===== config.mk =====
export PLATFORM = sky130hd
export DESIGN_NAME = range_avg_scanner
export DESIGN_NICKNAME = d
export VERILOG_FILES = /design/src/rtl/scan_pkg.sv /design/src/rtl/scan_table.sv /design/src/rtl/scan_ctrl.sv /design/src/rtl/scan_datapath.sv /design/src/rtl/range_avg_scanner.sv
export SDC_FILE = /design/constraint.sdc
export NUM_CORES = 1
export LEC_CHECK = 0
export BUFFER_PORTS_ARGS = -buffer_cell sky130_fd_sc_hd__buf_2
export CELL_PAD_IN_SITES_DETAIL_PLACEMENT = 2
export CELL_PAD_IN_SITES_GLOBAL_PLACEMENT = 2
export CORE_MARGIN = 2
export CORE_UTILIZATION = 46
export DETAILED_ROUTE_END_ITERATION = 16
export GPL_TIMING_DRIVEN = 0
export PLACE_DENSITY = 0.88
export SYNTH_ARGS = -nofsm -noshare
export SYNTH_HDL_FRONTEND = slang
export SYNTH_SLANG_ARGS = --single-unit

===== constraint.sdc =====
create_clock -name clk -period 4.32 [get_ports clk]
set_input_delay 0.216 -clock clk [delete_from_list [all_inputs] [get_ports clk]]
set_output_delay 0.216 -clock clk [all_outputs]
set_load 0.05 [all_outputs]

===== src/rtl/scan_pkg.sv =====
package scan_pkg;
    typedef enum logic [1:0] {
        S_IDLE   = 2'd0,
        S_SCAN   = 2'd1,
        S_FINISH = 2'd2
    } scan_state_t;

    localparam logic [1:0] SEL_NONE = 2'b00;
    localparam logic [1:0] SEL_MIN  = 2'b01;
    localparam logic [1:0] SEL_MAX  = 2'b10;
    localparam logic [1:0] SEL_AVG  = 2'b11;
endpackage


===== src/rtl/scan_table.sv =====
module scan_table #(
    parameter int W     = 8,
    parameter int DEPTH = 32,
    localparam int AW   = $clog2(DEPTH)
) (
    input  logic          clk,
    input  logic          rst_n,
    input  logic          we,
    input  logic [AW-1:0] waddr,
    input  logic [W-1:0]  wdata,
    input  logic [AW-1:0] raddr,
    output logic [W-1:0]  rdata
);
    logic [DEPTH-1:0][W-1:0] store;

    always_ff @(posedge clk or negedge rst_n) begin
        if (!rst_n)  store <= '0;
        else if (we) store[waddr] <= wdata;
    end

    assign rdata = store[raddr];

    // a gated-off write port leaves the table untouched
    assert_table_hold_R9: assert property (@(posedge clk) disable iff (!rst_n)
        !we |=> $stable(store));
endmodule


===== src/rtl/scan_ctrl.sv =====
module scan_ctrl
    import scan_pkg::*;
#(
    parameter int DEPTH = 32,
    localparam int AW   = $clog2(DEPTH)
) (
    input  logic          clk,
    input  logic          rst_n,
    input  logic          go_i,
    output logic [AW-1:0] idx_o,
    output logic          init_o,
    output logic          step_o,
    output logic          fin_o,
    output logic          wr_ok_o,
    output logic          done_o
);
    localparam logic [AW-1:0] LAST = AW'(DEPTH - 1);

    scan_state_t state_q, state_d;
    logic [AW-1:0] idx_q;

    always_comb begin
        state_d = state_q;
        unique case (state_q)
            S_IDLE:   if (go_i) state_d = S_SCAN;
            S_SCAN:   if (idx_q == LAST) state_d = S_FINISH;
            S_FINISH: state_d = S_IDLE;
            default:  state_d = S_IDLE;
        endcase
    end

    always_ff @(posedge clk or negedge rst_n) begin
        if (!rst_n) begin
            state_q <= S_IDLE;
            idx_q   <= '0;
            done_o  <= 1'b0;
        end else begin
            state_q <= state_d;
            unique case (state_q)
                S_IDLE: if (go_i) begin
                    idx_q  <= '0;
                    done_o <= 1'b0;
                end
                S_SCAN:   idx_q  <= idx_q + 1'b1;
                S_FINISH: done_o <= 1'b1;
                default:  idx_q  <= '0;
            endcase
        end
    end

    always_comb begin
        init_o  = (state_q == S_IDLE) && go_i;
        step_o  = (state_q == S_SCAN);
        fin_o   = (state_q == S_FINISH);
        wr_ok_o = (state_q == S_IDLE);
    end
    assign idx_o = idx_q;

    // without go the controller rests in IDLE
    assert_idle_wait_R3: assert property (@(posedge clk) disable iff (!rst_n)
        (state_q == S_IDLE && !go_i) |=> state_q == S_IDLE);
    // completion flag rises only out of FINISH
    assert_done_source_R7: assert property (@(posedge clk) disable iff (!rst_n)
        $rose(done_o) |-> $past(state_q) == S_FINISH);
    // an accepted start drops the completion flag
    assert_done_clear_R7: assert property (@(posedge clk) disable iff (!rst_n)
        (state_q == S_IDLE && go_i) |=> !done_o);
    // scan address advances by one per cycle
    assert_scan_step_R7: assert property (@(posedge clk) disable iff (!rst_n)
        (state_q == S_SCAN && idx_q != LAST) |=> idx_q == $past(idx_q) + 1'b1);
endmodule


===== src/rtl/scan_datapath.sv =====
module scan_datapath
    import scan_pkg::*;
#(
    parameter int W     = 8,
    parameter int DEPTH = 32,
    localparam int SHIFT = $clog2(DEPTH),
    localparam int SW    = W + SHIFT
) (
    input  logic         clk,
    input  logic         rst_n,
    input  logic         init_i,
    input  logic         step_i,
    input  logic         fin_i,
    input  logic [W-1:0] word_i,
    input  logic [1:0]   sel_i,
    output logic [W-1:0] result_o
);
    logic [W-1:0]  min_q, max_q, avg_q;
    logic [SW-1:0] sum_q;

    always_ff @(posedge clk or negedge rst_n) begin
        if (!rst_n) begin
            min_q <= '0;
            max_q <= '0;
            sum_q <= '0;
            avg_q <= '0;
        end else if (init_i) begin
            min_q <= '1;
            max_q <= '0;
            sum_q <= '0;
        end else if (step_i) begin
            sum_q <= sum_q + SW'(word_i);
            if (word_i < min_q) min_q <= word_i;
            if (word_i > max_q) max_q <= word_i;
        end else if (fin_i) begin
            avg_q <= W'(sum_q >> SHIFT);
        end
    end

    always_comb begin
        unique case (sel_i)
            SEL_MIN:  result_o = min_q;
            SEL_MAX:  result_o = max_q;
            SEL_AVG:  result_o = avg_q;
            default:  result_o = '0;
        endcase
    end

    // running minimum never grows during a scan
    assert_min_monotone_R4: assert property (@(posedge clk) disable iff (!rst_n)
        step_i |=> min_q <= $past(min_q));
    // running maximum never shrinks during a scan
    assert_max_monotone_R5: assert property (@(posedge clk) disable iff (!rst_n)
        step_i |=> max_q >= $past(max_q));
    // the total only grows while words are added
    assert_sum_grows_R6: assert property (@(posedge clk) disable iff (!rst_n)
        step_i |=> sum_q >= $past(sum_q));
endmodule


===== src/rtl/range_avg_scanner.sv =====
module range_avg_scanner #(
    parameter int W     = 8,
    parameter int DEPTH = 32,
    localparam int AW   = $clog2(DEPTH)
) (
    input  logic          clk,
    input  logic          rst_n,
    input  logic          wr_en,
    input  logic [AW-1:0] wr_addr,
    input  logic [W-1:0]  wr_data,
    input  logic          go,
    input  logic [1:0]    sel,
    output logic [W-1:0]  result,
    output logic          done
);
    logic [AW-1:0] idx;
    logic [W-1:0]  word;
    logic          init, step, fin, wr_ok;

    scan_ctrl #(.DEPTH(DEPTH)) u_ctrl (
        .clk(clk), .rst_n(rst_n), .go_i(go), .idx_o(idx),
        .init_o(init), .step_o(step), .fin_o(fin),
        .wr_ok_o(wr_ok), .done_o(done)
    );

    scan_table #(.W(W), .DEPTH(DEPTH)) u_table (
        .clk(clk), .rst_n(rst_n), .we(wr_en && wr_ok),
        .waddr(wr_addr), .wdata(wr_data), .raddr(idx), .rdata(word)
    );

    scan_datapath #(.W(W), .DEPTH(DEPTH)) u_dp (
        .clk(clk), .rst_n(rst_n), .init_i(init), .step_i(step),
        .fin_i(fin), .word_i(word), .sel_i(sel), .result_o(result)
    );
endmodule


==> results of run 1 <==
## area by class of cell
class                   instances  area, sq um
plain buffers                  61          353
clock buffers                  52         1030
clock inverters                12          221
fillers                      2820        14700
inverters                      25         93.8
multi-input cells             616         6710
flip-flops and latches        301         7530
well taps                     402          503
repair buffers                 35          280
## state kept, by name (all words and copies together) (netlist names)
register / cells
u_table.store: 256
u_ctrl.state_q: 2
u_dp.min_q: 8
u_ctrl.idx_o: 5
u_dp.avg_q: 8
u_dp.max_q: 8
u_dp.sum_q: 13
u_ctrl.done_o: 1
## worst max-delay path, cell delays in order, from the launching register on
cell and delay (ns):
dfrtp_2 0.44, buf_8 0.22, buf_8 0.22, mux4_1 0.66, mux4_2 0.54, mux2_4 0.35
ha_1 0.35, a21o_1 0.27, a2111oi_4 0.42, o21bai_2 0.16, a21oi_2 0.22, nor4_1 0.08
a211o_1 0.28
## Yosys cell counts, types with 2 or more instances
cell type | count | area [sq um]
a21o_1 | 4 | 30.0
a21oi_1 | 9 | 45.0
a22o_1 | 11 | 96.3
a31oi_1 | 7 | 43.8
and2_1 | 4 | 25.0
and3_1 | 2 | 12.5
and3b_1 | 2 | 17.5
buf_1 | 2 | 7.51
buf_2 | 4 | 20.0
buf_6 | 7 | 78.8
buf_8 | 3 | 45.0
clkbuf_1 | 47 | 176
dfrtp_1 | 301 | 7530
ha_1 | 25 | 313
inv_1 | 24 | 90.1
mux2_1 | 7 | 78.8
mux2_2 | 260 | 2930
mux2_4 | 12 | 180
mux2i_1 | 16 | 160
mux4_1 | 31 | 815
mux4_2 | 43 | 968
nand2_1 | 54 | 203
nand2b_1 | 5 | 31.3
nand3_1 | 5 | 25.0
nand3b_1 | 2 | 15.0
nand4_1 | 6 | 37.5
nor2_1 | 41 | 154
nor2b_1 | 8 | 50.1
nor3_1 | 2 | 10.0
o2111ai_1 | 2 | 17.5
o211a_1 | 2 | 20.0
o21a_1 | 2 | 15.0
o21ai_0 | 24 | 120
o21ai_1 | 2 | 10.0
or2_2 | 2 | 12.5
xnor2_1 | 4 | 35.0
xor2_1 | 3 | 26.3
## routing by layer
layer  up-vias  GRT usage  share of wire
li1       3877          -              -
met1      5242      0.377           0.38
met2       393      0.568           0.51
met3       177     0.0547          0.049
met4         0      0.188          0.063
met5         -    0.00444              0
## final timing paths
kind | start | end | slack (ns)
max reg2reg | u_ctrl.idx_o[0] | u_dp.sum_q[9] | -0.01
max in group asynchronous | rst_n | u_ctrl.idx_o[0] | 2.89
min in group asynchronous | rst_n | u_table.store[102] | 0.21
min | wr_data[0] | u_table.store[208] | 0.02
min reg2reg | u_table.store[0] | u_table.store[0] | 0.49
max | u_ctrl.idx_o[0] | u_dp.sum_q[9] | -0.01
## what timing repair did
action	in CTS	in global routing
pin swaps	1	2
gates resized for setup	17	16
setup endpoints to repair	22	18
hold buffers	5	0
hold endpoints to repair	62	0
setup buffers	0	1
## metrics by stage
stage	util	hold WS [ns]
after global placement	0.486	0.462
after CTS	0.531	0.00187
after floorplan	-	-0.0796
final	0.533	0.0150
after detailed placement	0.489	0.186
after global routing	0.533	0.0268
## report_power, final
group	switching, mW	total, mW	leakage (nW)	internal, mW
logic	2.11	3.65	3.46	1.55
clock network	1.29	3.26	0.608	1.97
registers	0.344	3.62	4.13	3.28
## cell families after synthesis
logic type / Yosys count / share of synthesized area
muxes: 369 / 0.351
DFF: 301 / 0.515
and+or+nand+nor: 139 / 0.0438
xor gates and xnor gates: 7 / 0.00419
buffers and inverters: 88 / 0.0288
adders and majority gates: 26 / 0.0228
AOI/OAI and AO/OA: 75 / 0.0342
==> impl_metrics.ini, run 1 <==
[clocking]
cts_root_buf = clkbuf_16
clock-sinks = 301
numCtsBuffers = 36
clk_latency_ns = 0.55
h-tree-depth = 2
cts_tree = yes
clockBufferDepth = 3
path_clk_slew_ns = 0.06

[global_routing]
grt_usage = 0.324
grt_pass1_wl_mm = 77.7
grt_max_degree = 86
gr-total-overflow = 0
antenna_found_initial = 0
first_global_vias = 11447

[cells_and_area]
area_growth_syn_to_layout_pct = 14.4
layout_common_cells = dfrtp_1, mux2_2, nand2_1
diodes = 0
drive_above_1_share = 0.395
layoutNonFillerInstCount = 1504
mostFrequentLayoutCell = dfrtp_1
nets = 1121
stdcell_area_sq_mm = 0.0167

[worst_setup_path]
start_kind = flip-flop
critPathCaptureType = flip-flop
required_ns = 4.74
arrival_ns = 4.75
crit_path_max_fanout = 10
r2r_cells = 12
critPathKind = flip-flop to flip-flop

[synth]
ys.flop_type = dfrtp_1
synth_fp_nets = 1050
synthDistinctLibCells = 57
synth_cells = 1005
yosysSeqAreaShare = 0.515
synth_area_per_cell_sq_um = 14.5
async_reset_ff_frac = 1.00
synth_edf_count = 0
ys_seq_elements = 301
yosys_warnings = 0
syn_area_sq_mm = 0.0146

[route]
firstDrtPassIters = 5
vias = 9689
drtIter0Drc = 728
drc = 0
wl_mm = 52.1
ant_nets = 0
wl_per_cell_um = 34.7
viasPerCell = 6.44

[placed_design]
dp_slack_ns = -0.507
placement.io_buffers = 26
dp_cells = 1436
dp_hpwl_mm = 32.1
gp_congestion = 0.825
placed_area_sq_mm = 0.0153

[sta]
finalSetupTns_ns = -0.0124
setup_slack_ns = -0.0124
maxSlewViolCount = 0
setup_violations = 1
fin_crit_ns = 4.33
fin_crit_sh = 1.00
tightest_slew_ns = 1.29
finClkSkew_ns = 0.0311
max_slew_margin = 0.136
hold_viol = 0
max_clock_freq_mhz = 231

[floorplanning]
fp.dieW_um = 182
die_area_sq_mm = 0.0332
io_pins = 28
fp.coreArea_sq_mm = 0.0314
num_rows = 65
start_util = 0.466
die_h_um = 182

[min_path]
hold_class = primary input to flip-flop
holdPathStages = 2

[run]
maxCapViolations = 0

[status]
outcome = complete, but fails checks
violations = setup timing

[power]
vdd_ir_drop_max_v = 0.000366
pwr_density_cell_mw_per_mm2 = 630
p_leak_nw = 8.20
total_power_mw = 10.5
No activity file was read; power rests on OpenSTA's default activity.
==> run 2: changes to the inputs <==
==> constraint.sdc (replaced) <==
create_clock -name clk -period 4.32 [get_ports clk]
set_input_delay 0.864 -clock clk [delete_from_list [all_inputs] [get_ports clk]]
set_output_delay 0.864 -clock clk [all_outputs]
set_load 0.05 [all_outputs]
==> impl_metrics.ini, run 2 (synthesis results as in run 1) <==
[clocking]
clk_latency_ns = 0.55
clock-sinks = 301
h-tree-depth = 2
clockBufferDepth = 3
cts_tree = yes
cts_root_buf = clkbuf_16
path_clk_slew_ns = 0.07
numCtsBuffers = 36

[placed_design]
dp_hpwl_mm = 32.1
gp_congestion = 0.825
dp_slack_ns = -0.507
placement.io_buffers = 26
dp_cells = 1436

[worst_setup_path]
start_kind = flip-flop
r2r_end = u_dp.sum_q[9]
worstPathCellList = buf_8, buf_8, mux4_1, mux4_2, mux2_4, ha_1, a21o_1, a2111oi_4, o21bai_2, a21oi_2, nor4_1, a211o_1
r2r_cells = 12
required_ns = 4.74
arrival_ns = 4.75
crit_path_max_fanout = 10
critPathMaxStageDelay_ns = 0.66
critPathKind = flip-flop to flip-flop
critPathCaptureType = flip-flop
cp-endpoint = u_dp.sum_q[9]
cpMostUsedCell = buf_8
crit_start = u_ctrl.idx_o[0]
critPathTopFamily = multiplexers
cp_num_buf_inv = 2
reg2reg_slack_ns = -0.01
cp_num_cells = 12
reg2reg_from = u_ctrl.idx_o[0]
crit_slowest_cell = mux4_1

[global_routing]
use_met2 = 0.563
grt_usage = 0.324
gr-total-overflow = 0
grt_max_degree = 86
first_global_vias = 11384
busiest_layer = met2
met1_usage = 0.380
antenna_found_initial = 0
grtUsageMet3 = 0.0531
grt_pass1_wl_mm = 77.6

[min_path]
hold_class = primary input to asynchronous set/reset pin

[cells_and_area]
top_regs = u_table.store: 256 flops, u_dp.sum_q: 13 flops
top_register = u_table.store
fill_cells = 2824
largest_reg_flops = 256
mostFrequentLayoutCell = dfrtp_1
drive_above_1_share = 0.396
nets = 1116
layoutNonFillerInstCount = 1500
layout_common_cells = dfrtp_1, mux2_2, nand2_1
area_growth_syn_to_layout_pct = 14.1

[floorplanning]
num_rows = 65
io_pins = 28
fp.dieW_um = 182
die_area_sq_mm = 0.0332
fp.coreArea_sq_mm = 0.0314
die_h_um = 182
start_util = 0.466

[sta]
maxSlewViolCount = 0
finClkSkew_ns = 0.0344
max_clock_freq_mhz = 231
fin_crit_sh = 1.00
max_slew_margin = 0.125
hold_viol = 0
tightest_slew_ns = 1.31
setup_violations = 1
fin_crit_ns = 4.33
setup_slack_ns = -0.0103

[power]
pwr_density_cell_mw_per_mm2 = 630
vdd_ir_drop_max_v = 0.000359
p_leak_nw = 8.18
total_power_mw = 10.5

[route]
vias = 9689
drtIter0Drc = 672
firstDrtPassIters = 5
wl_mm = 52.0
drc = 0
wl_per_cell_um = 34.7
ant_nets = 0
viasPerCell = 6.46

[run]
maxCapViolations = 0

[status]
violations = setup timing
outcome = complete, but fails checks
[run 2: through the flow]
stage                      util  setup TNS [ns]  hold WS [ns]  instance area (sq um)
after floorplan               -               0         0.439                  14600
after global placement    0.486        -1011.87         0.462                  15300
after detailed placement  0.489           -6.02         0.482                  15300
after CTS                 0.530         -0.0467         0.271                  16600
after global routing      0.531          -0.144         0.296                  16700
final                     0.531         -0.0103         0.274                  16700
[run 2: worst reg2reg max path, stage by stage, from the launching register on]
cell       delay [ns]
dfrtp_2          0.44
buf_8            0.22
buf_8            0.23
mux4_1           0.66
mux4_2           0.54
mux2_4           0.35
ha_1             0.35
a21o_1           0.27
a2111oi_4        0.43
o21bai_2         0.16
a21oi_2          0.22
nor4_1           0.07
a211o_1          0.28
[run 2: final cells by class]
class                           count  area (sq um)  share of cell area
Clock buffer                       52          1030              0.0618
Antenna cell                        1          2.50            0.000150
Timing Repair Buffer               30           230              0.0138
Sequential cell                   301          7530               0.452
Clock inverter                     12           221              0.0133
Multi-Input combinational cell    616          6720               0.403
Tap cell                          402           503              0.0302
Inverter                           25          93.8             0.00563
Buffer                             61           349              0.0209
[run 2: repair_timing]
action	in CTS	in global routing
gates resized for setup	17	15
pin swaps	1	2
setup buffers	0	1
hold buffers	0	0
endpoints found under the setup margin	22	18
[run 2: per-layer routing]
layer,wire length (um),up-vias
met5,0,-
met4,3180,0
met3,2430,173
met2,26700,382
met1,19600,5265
li1,-,3869
[run 2: worst min-delay path by stage]
| stage | startpoint | endpoint | slack (ns) | cells after the start |
|---|---|---|---|---|
| 2_1_floorplan | u_dp.sum_q[12] | u_dp.sum_q[12] | 0.44 | 1 |
| 3_3_place_gp | u_table.store[2] | u_table.store[2] | 0.46 | 1 |
| 3_5_place_dp | u_table.store[0] | u_table.store[0] | 0.48 | 1 |
| 4_1_cts | rst_n | u_table.store[102] | 0.27 | 1 |
| 5_1_grt | rst_n | u_table.store[146] | 0.30 | 1 |
| 6_report | rst_n | u_table.store[146] | 0.27 | 1 |
[run 2: report_power, final]
group / internal [mW] / switching (mW)
clock network: 1.97 / 1.28
logic: 1.54 / 2.10
registers: 3.28 / 0.345
